File: src/rtl/symfn_pkg.sv
package symfn_pkg;

  localparam int MAX_ROW = 64;

  // One bit per count per output: bit (j*(n+1)+c) set when output j is high
  // for count c. The counter configuration sets it when bit j of c is one.
  function automatic logic [511:0] counter_onset(input int n, input int m);
    logic [511:0] r;
    r = '0;
    for (int j = 0; j < m; j++) begin
      for (int c = 0; c <= n; c++) begin
        r[j*(n+1)+c] = ((c >> j) & 1) != 0;
      end
    end
    return r;
  endfunction

  // True when count c opens an on-set interval of the row.
  function automatic bit opens_interval(input logic [MAX_ROW-1:0] row, input int c);
    if (!row[c]) return 1'b0;
    if (c == 0) return 1'b1;
    return !row[c-1];
  endfunction

  // First count above c that is off; n+1 when the interval runs to the top.
  function automatic int interval_stop(input logic [MAX_ROW-1:0] row, input int c,
                                       input int n);
    for (int e = c + 1; e <= n; e++) begin
      if (!row[e]) return e;
    end
    return n + 1;
  endfunction

endpackage

File: src/rtl/symfn_rst_sync.sv
module symfn_rst_sync (
  input  logic clk,
  input  logic rst_n,
  output logic rst_sync_n
);
  logic [1:0] stage_q;
  logic [1:0] stage_d;

  always_comb begin
    stage_d = {stage_q[0], 1'b1};
  end

  always_ff @(posedge clk or negedge rst_n) begin
    if (!rst_n) begin
      stage_q <= 2'b00;
    end else begin
      stage_q <= stage_d;
    end
  end

  assign rst_sync_n = stage_q[1];
endmodule

File: src/rtl/symfn_thresh_bank.sv
module symfn_thresh_bank #(
  parameter int N_IN = 7
) (
  input  logic            clk,
  input  logic            rst_n,
  input  logic            en,
  input  logic [N_IN-1:0] in_vec,
  output logic [N_IN:1]   ge_q,
  output logic [N_IN:1]   ge_n_q
);
  localparam int CW = $clog2(N_IN + 1);

  logic [CW-1:0] ones_cnt;
  logic [N_IN:1] ge_d;
  logic [N_IN:1] ge_nx;
  logic [N_IN:1] ge_n_nx;

  always_comb begin
    ones_cnt = '0;
    for (int i = 0; i < N_IN; i++) begin
      ones_cnt = ones_cnt + CW'(in_vec[i]);
    end
  end

  // Each detector compares twice the count with 2k-1: equality cannot occur,
  // so a count equal to k always decides high.
  for (genvar k = 1; k <= N_IN; k++) begin : g_det
    localparam int BIAS2 = 2 * k - 1;
    assign ge_d[k] = (2 * int'(ones_cnt)) > BIAS2;

    AST_EQUAL_COUNT_HIGH: assert property (@(posedge clk) disable iff (!rst_n)
      (en && int'(ones_cnt) == k) |=> ge_q[k]);
  end

  for (genvar k = 1; k < N_IN; k++) begin : g_order
    AST_THERMOMETER: assert property (@(posedge clk) disable iff (!rst_n)
      ge_q[k+1] |-> ge_q[k]);
  end

  always_comb begin
    ge_nx   = ge_q;
    ge_n_nx = ge_n_q;
    if (en) begin
      ge_nx   = ge_d;
      ge_n_nx = ~ge_d;
    end
  end

  always_ff @(posedge clk or negedge rst_n) begin
    if (!rst_n) begin
      ge_q   <= '0;
      ge_n_q <= '1;
    end else begin
      ge_q   <= ge_nx;
      ge_n_q <= ge_n_nx;
    end
  end

  AST_DUAL_RAIL: assert property (@(posedge clk) disable iff (!rst_n)
    (ge_q ^ ge_n_q) == {N_IN{1'b1}});
endmodule

File: src/rtl/symfn_interval_or.sv
module symfn_interval_or #(
  parameter int              N_IN      = 7,
  parameter logic [N_IN:0]   ONSET_ROW = '0
) (
  input  logic          clk,
  input  logic          rst_n,
  input  logic          en,
  input  logic [N_IN:1] ge,
  input  logic [N_IN:1] ge_n,
  output logic          y_q
);
  import symfn_pkg::*;

  localparam logic [MAX_ROW-1:0] ROW64 = MAX_ROW'(ONSET_ROW);

  logic [N_IN:0] term;
  logic          y_d;
  logic          y_nx;

  for (genvar c = 0; c <= N_IN; c++) begin : g_term
    localparam bit OPENS = opens_interval(ROW64, c);
    localparam int STOP  = interval_stop(ROW64, c, N_IN);
    if (OPENS) begin : g_on
      logic lo_ok;
      logic hi_ok;
      if (c == 0) begin : g_lo_free
        assign lo_ok = 1'b1;
      end else begin : g_lo_thr
        assign lo_ok = ge[c];
      end
      if (STOP > N_IN) begin : g_hi_free
        assign hi_ok = 1'b1;
      end else begin : g_hi_thr
        assign hi_ok = ge_n[STOP];
      end
      assign term[c] = lo_ok & hi_ok;
    end else begin : g_off
      assign term[c] = 1'b0;
    end
  end

  assign y_d = |term;

  always_comb begin
    y_nx = y_q;
    if (en) begin
      y_nx = y_d;
    end
  end

  always_ff @(posedge clk or negedge rst_n) begin
    if (!rst_n) begin
      y_q <= 1'b0;
    end else begin
      y_q <= y_nx;
    end
  end

  AST_ONE_TERM: assert property (@(posedge clk) disable iff (!rst_n)
    $onehot0(term));
  AST_ONSET_MATCH: assert property (@(posedge clk) disable iff (!rst_n)
    en |=> (y_q == $past(ONSET_ROW[$countones(ge)])));
  AST_HOLD_IDLE: assert property (@(posedge clk) disable iff (!rst_n)
    !en |=> $stable(y_q));
endmodule

File: src/rtl/sym_func_unit.sv
module sym_func_unit #(
  parameter int N_IN  = 7,
  parameter int N_OUT = 3,
  parameter logic [N_OUT*(N_IN+1)-1:0] ONSET =
    (N_OUT*(N_IN+1))'(symfn_pkg::counter_onset(N_IN, N_OUT))
) (
  input  logic             clk,
  input  logic             rst_n,
  input  logic             in_valid,
  input  logic [N_IN-1:0]  in_vec,
  output logic             out_valid,
  output logic [N_OUT-1:0] out_bits
);
  localparam int ROW_W = N_IN + 1;

  logic          rst_int_n;
  logic [N_IN:1] ge_q;
  logic [N_IN:1] ge_n_q;
  logic          stage1_vld_q;
  logic          stage2_vld_q;
  logic [1:0]    vld_nx;

  symfn_rst_sync u_rst (
    .clk        (clk),
    .rst_n      (rst_n),
    .rst_sync_n (rst_int_n)
  );

  symfn_thresh_bank #(.N_IN(N_IN)) u_thresh (
    .clk    (clk),
    .rst_n  (rst_int_n),
    .en     (in_valid),
    .in_vec (in_vec),
    .ge_q   (ge_q),
    .ge_n_q (ge_n_q)
  );

  for (genvar j = 0; j < N_OUT; j++) begin : g_out
    symfn_interval_or #(
      .N_IN      (N_IN),
      .ONSET_ROW (ONSET[j*ROW_W +: ROW_W])
    ) u_or (
      .clk   (clk),
      .rst_n (rst_int_n),
      .en    (stage1_vld_q),
      .ge    (ge_q),
      .ge_n  (ge_n_q),
      .y_q   (out_bits[j])
    );
  end

  always_comb begin
    vld_nx = {stage1_vld_q, in_valid};
  end

  always_ff @(posedge clk or negedge rst_int_n) begin
    if (!rst_int_n) begin
      stage1_vld_q <= 1'b0;
      stage2_vld_q <= 1'b0;
    end else begin
      stage1_vld_q <= vld_nx[0];
      stage2_vld_q <= vld_nx[1];
    end
  end

  assign out_valid = stage2_vld_q;

  AST_LATENCY_VALID: assert property (@(posedge clk) disable iff (!rst_int_n)
    in_valid |-> ##2 out_valid);
  AST_LATENCY_IDLE: assert property (@(posedge clk) disable iff (!rst_int_n)
    !in_valid |-> ##2 !out_valid);
endmodule

File: config.mk
export PLATFORM = sky130hd
export DESIGN_NAME = sym_func_unit
export DESIGN_NICKNAME = d
export VERILOG_FILES = /design/src/rtl/symfn_pkg.sv /design/src/rtl/symfn_rst_sync.sv /design/src/rtl/symfn_thresh_bank.sv /design/src/rtl/symfn_interval_or.sv /design/src/rtl/sym_func_unit.sv
export SDC_FILE = /design/constraint.sdc
export NUM_CORES = 1
export LEC_CHECK = 0
export BUFFER_PORTS_ARGS = -buffer_cell sky130_fd_sc_hd__buf_2
export CAP_MARGIN = 30
export CELL_PAD_IN_SITES_DETAIL_PLACEMENT = 0
export CELL_PAD_IN_SITES_GLOBAL_PLACEMENT = 1
export CORE_UTILIZATION = 35
export CTS_BUF_LIST = sky130_fd_sc_hd__clkbuf_2 sky130_fd_sc_hd__clkbuf_4 sky130_fd_sc_hd__clkbuf_8
export CTS_CLUSTER_DIAMETER = 30
export CTS_CLUSTER_SIZE = 14
export DETAILED_ROUTE_END_ITERATION = 10
export PLACE_DENSITY_LB_ADDON = 0.1
export SETUP_SLACK_MARGIN = 0.3
export SYNTH_ARGS = -nofsm -noshare
export SYNTH_HDL_FRONTEND = slang
export SYNTH_SLANG_ARGS = --single-unit
File: constraint.sdc
create_clock -name clk -period 0.8 [get_ports clk]
set_input_delay 0.04 -clock clk [delete_from_list [all_inputs] [get_ports clk]]
set_output_delay 0.04 -clock clk [all_outputs]
set_load 0.03 [all_outputs]
Word-level counts from Yosys, hierarchy flattened
Cells that the tools add are included.

operators by class
  add/subtract/negate cells = 6
  order comparisons = 7
  bitwise operators = 5
  reduce and logical (&&, ||, !) cells = 2

operators with widths
  operator                                                       count
  adder 3 x 1 -> 3 bit                                           5
  greater-than comparator 4 bit, second input constant           3
  greater-than comparator 4 x 3 -> 1 bit, second input constant  2
  NOT 6 bit                                                      1
  AND 1 bit                                                      4
  greater-than comparator 4 x 1 -> 1 bit, second input constant  1
  greater-than comparator 4 x 2 -> 1 bit, second input constant  1
  OR reduction 4 bit                                             1
  adder 1 x 1 -> 2 bit                                           1
  OR reduction 2 bit                                             1

storage, ports and cells
  register bits after elaboration = 20
  input bits = 10
  output and inout port bits = 4
  word-level logic and storage cells = 28

Depth between registers and ports, before layout
  depth after elaboration = 8
  gate-level depth with buffers = 10
  mapped depth without buffers = 10

Hierarchy
Synthesis repeated with hierarchy kept, for this count alone.

unflattened totals
  cell total of the unflattened synthesis = 69
  area total of the unflattened synthesis = 888.4 µm²

modules (own cells, without submodules)
  module                              times used  cells an instance  area an instance (µm²)  sequential area each (µm²)
  symfn_thresh_bank                   1           53                 658.1                   359.1
  symfn_rst_sync                      1           3                  53.8                    50.0
  sym_func_unit                       1           2                  50.0                    50.0
  symfn_interval_or at g_out[0].u_or  1           5                  47.5                    25.0
  symfn_interval_or at g_out[2].u_or  1           2                  40.0                    25.0
  symfn_interval_or at g_out[1].u_or  1           4                  38.8                    25.0

Worst setup path before layout
No wires, ideal clock.

  path kind = input to register
  from = input in_vec[0]
  to = register u_thresh.ge_q[4] (netlist name)
  setup time = 0.125 ns
  arrival time = 2.331 ns
  required time = 0.675 ns
  setup slack = -1.656 ns
  stages = 10
  buffers on the path = 0
  cells stage by stage = ha_1 -> inv_1 -> fa_1 -> fa_1 -> inv_1 -> ha_1 -> inv_1 -> fa_1 -> xnor2_2 -> mux2_4

between the ends
  cells in the longest elaborated chain, start to end = 7

RTL lines
  what                                    RTL line                 text
  start, declared                         sym_func_unit.sv:10      input logic [N_IN-1:0] in_vec,
  adder 1 x 1 -> 2 bit                    symfn_thresh_bank.sv:21  ones_cnt = ones_cnt + CW'(in_vec[i]);
  adder 3 x 1 -> 3 bit (5 in a row)       symfn_thresh_bank.sv:21
  greater-than comparator 4 x 3 -> 1 bit  symfn_thresh_bank.sv:29  assign ge_d[k] = (2 * int'(ones_cnt)) > BIAS2;
  end signal, assigned                    symfn_thresh_bank.sv:54  ge_q <= ge_nx;
  end, declared                           symfn_thresh_bank.sv:8   output logic [N_IN:1] ge_q,

No other way between the ends.
A chain may end at the register's enable or synchronous reset.

Worst setup path after layout
  from = input in_vec[1]
  to = register u_thresh.ge_q[4] (netlist name)

Same word-level chain as after synthesis.

==> metrics.cfg <==
[global_route]
gr-total-overflow = 0
grt_pass1_vias = 602
antenna_found_initial = 0
grt_max_degree = 16
track_usage = 0.140
grt_pass1_wl_um = 2620

[placed_design]
placed_area_um2 = 975
dpl.cell_count = 114
dp_worst_setup_slack_ps = -1790
hpwlAfterDp_um = 1020
place_congestion = 0.662
port_buffers = 13

[drt]
antenna_left = 0
wl_um = 1390
drcViolationCount = 0
firstDrtPassIters = 2
drt_iter0_drc = 5
vias = 555
wl_per_cell_um = 11.5
via_per_inst = 4.59

[sta]
clock.fmax_mhz = 440
clock_skew_ps = 2.01
fin_setup_tns_ps = -14590
hold_ws_ps = 3.96
period_minus_slack_ps = 2270
slew_viol_final = 0
finalWorstSetupSlack_ps = -1470
fin_crit_sh = 2.84
finalHoldViolCount = 0
finalSetupViolations = 17
rsz0062_at_grt = yes

[worst_setup_path]
critPathMaxFanout = 8
r2r_start = u_thresh.ge_n_q[4]$_DFFE_PN1P_
cp-startpoint = in_vec[1]
arrival_ps = 2450
end_kind = flop
critPathKind = in -> reg
rrSetupSlack_ps = -80
r2r-end = g_out[0].u_or.y_q$_DFFE_PN0P_
required_ps = 980
critical_path.startpoint_type = input pin
reg2reg_depth = 2

[clocking]
cts_hold_buf = 1
clock_sinks = 17
cts_buffers = 3
cts.clk_slew.worst_paths_ps = 90
clock_path_buffers = 2
cts-root-buf = clkbuf_4
cts_tree = built
htreeDepth = 1
clkLatencyLatePin_ps = 290

[yosys]
netlist_top_cells_area = dfrtp_1 (43%), dfstp_2 (9.6%), fa_1 (7.3%), inv_1 (5.5%), ha_1 (4.6%)
yosysMostFrequentCell = dfrtp_1
synth_top_cells_by_count = dfrtp_1 (14), inv_1 (12), nor2_1 (6), a21oi_1 (4), buf_4 (4)
synth_edf_count = 0
yosys_most_used_dff = dfrtp_1
ys_types = 24
ys_seq_elements = 17
ys_async_sr_fraction = 1.00
synth_top_area_cell = dfrtp_1
seq_area_frac_synth = 0.524
synthCells = 71
syn_nets = 87
synth.avg_cell_area_um2 = 11.5
synth.cell_area_um2 = 818
yosys.area.top_type_share = 0.428
ys_warn_count = 0

[final_layout]
diodes = 0
syn_to_final_growth_pct = 36.2
nNetsFinal = 110
design_area_um2 = 1110
fillers = 207
instances_no_fill = 121
layout-drive-gt1-share = 0.548

[status]
violations = negative setup slack
status = complete, but fails checks

[die]
std_cell_rows = 17
die_w_um = 50.4
die_y_um = 50.4
ioPinCount = 14
coreArea_um2 = 2210
die_area_um2 = 2540
start_util = 0.370

[min_path]
hp-start = in_valid
min_delay_path_depth = 1
worstHoldEndpoint = stage1_vld_q$_DFF_PN0_
holdCritPathClass = in -> reg

[pwr]
p_int_mw = 2.04
p_comb_frac = 0.409
power.density_nw_per_um2 = 2750
p_switching_mw = 1.03
seq_power_share = 0.432
p_clk_frac = 0.159
vdd_ir_drop_max_mv = 1.81
power.share.switching = 0.335
p_leak_nw = 0.520

[job]
max_cap_viol_count = 0

[placed cells by master (no fill, tap or decap), drive strengths merged]
master       Yosys  final
clkbuf           0      4
nand2b           2      2
fa               3      3
buf              5     22
a21oi            4      4
conb             1      1
a31o             2      2
xor2             1      1
dfstp            3      3
a31oi            3      3
a22oi            1      1
a41o             1      1
nor2             6      6
o22ai            1      1
dfrtp           14     14
mux2             2      2
a41oi            1      1
nor2b            3      3
o22a             1      1
inv             12     12
nand2            1      1
dlygate4sd3      0      1
xnor2            1      1
ha               3      3
[state kept, by name (all words and copies together), names as in the netlist]
register	flops
u_thresh.ge_n_q	3
stage1_vld_q	1
g_out.u_or.y_q	3
u_thresh.ge_q	7
u_rst.stage_q	2
out_valid	1
[per-layer routing]
layer  wire (um)  GRT usage  vias up
li1            -          -      270
met5           0          0        -
met4          23     0.0556        0
met1         636      0.172      269
met2         680      0.224       12
met3          53     0.0455        4
[cells by family (layout without fill, tap and decap cells)]
group	count (synthesis)	count (layout)	synth area share
flip-flops	17	17	0.524
buffers and inverters	17	39	0.0979
AO/OA/AOI/OAI	14	14	0.121
AND/OR/NAND/NOR	12	12	0.0703
adder cells (fa/ha/maj)	6	6	0.119
XOR/XNOR	2	2	0.0306
multiplexers	2	2	0.0321
other	1	1	0.00458
[cell type report]
cell class,count,area (um2),share of cell area
well taps,28,35.0,0.0314
repair buffers,23,188,0.168
inverters,12,45.0,0.0404
clock buffers,4,30.0,0.0269
multi-input cells,37,383,0.343
flip-flops and latches,17,434,0.389
[worst max path at each step]
stage                                    to  slack, ps
6_report       u_thresh.ge_q[4]$_DFFE_PN0P_      -1470
5_1_grt        u_thresh.ge_q[5]$_DFFE_PN0P_      -1580
4_1_cts        u_thresh.ge_q[5]$_DFFE_PN0P_      -1480
3_5_place_dp   u_thresh.ge_q[5]$_DFFE_PN0P_      -1790
3_3_place_gp   u_thresh.ge_q[4]$_DFFE_PN0P_      -1770
2_1_floorplan  u_thresh.ge_q[5]$_DFFE_PN0P_      -1590
[power by group through the flow]
stage                     Combinational [mW]  Sequential (mW)  Clock [mW]
after global routing                    1.38             1.36       0.532
after floorplan                        0.880             1.27           0
after global placement                  1.01             1.28           0
after CTS                               1.19             1.31       0.504
final                                   1.25             1.32       0.487
after detailed placement                1.03             1.29           0
[per-stage QoR]
| step | total power, mW | utilization |
|---|---|---|
| after floorplan | 2.15 | - |
| after global placement | 2.30 | 0.441 |
| after detailed placement | 2.32 | 0.441 |
| after CTS | 3.00 | 0.486 |
| after global routing | 3.28 | 0.504 |
| final | 3.07 | 0.504 |
[critical path, cell delays in order]
cell and delay [ps]:
buf_6 90, ha_4 250, inv_2 30, fa_1 490
fa_1 410, inv_1 70, ha_2 160, inv_2 30
fa_2 400, xnor2_4 200, mux2_4 280
[what timing repair did]
action / in CTS / in global routing
buffers inserted: 1 / 1
pin swaps: 3 / 0
endpoints found under the hold margin: 3 / 1
gates cloned: 0 / 0
endpoints found under the setup margin: 18 / 22
resized for setup: 15 / 7
(Power assumes the default switching activity.)
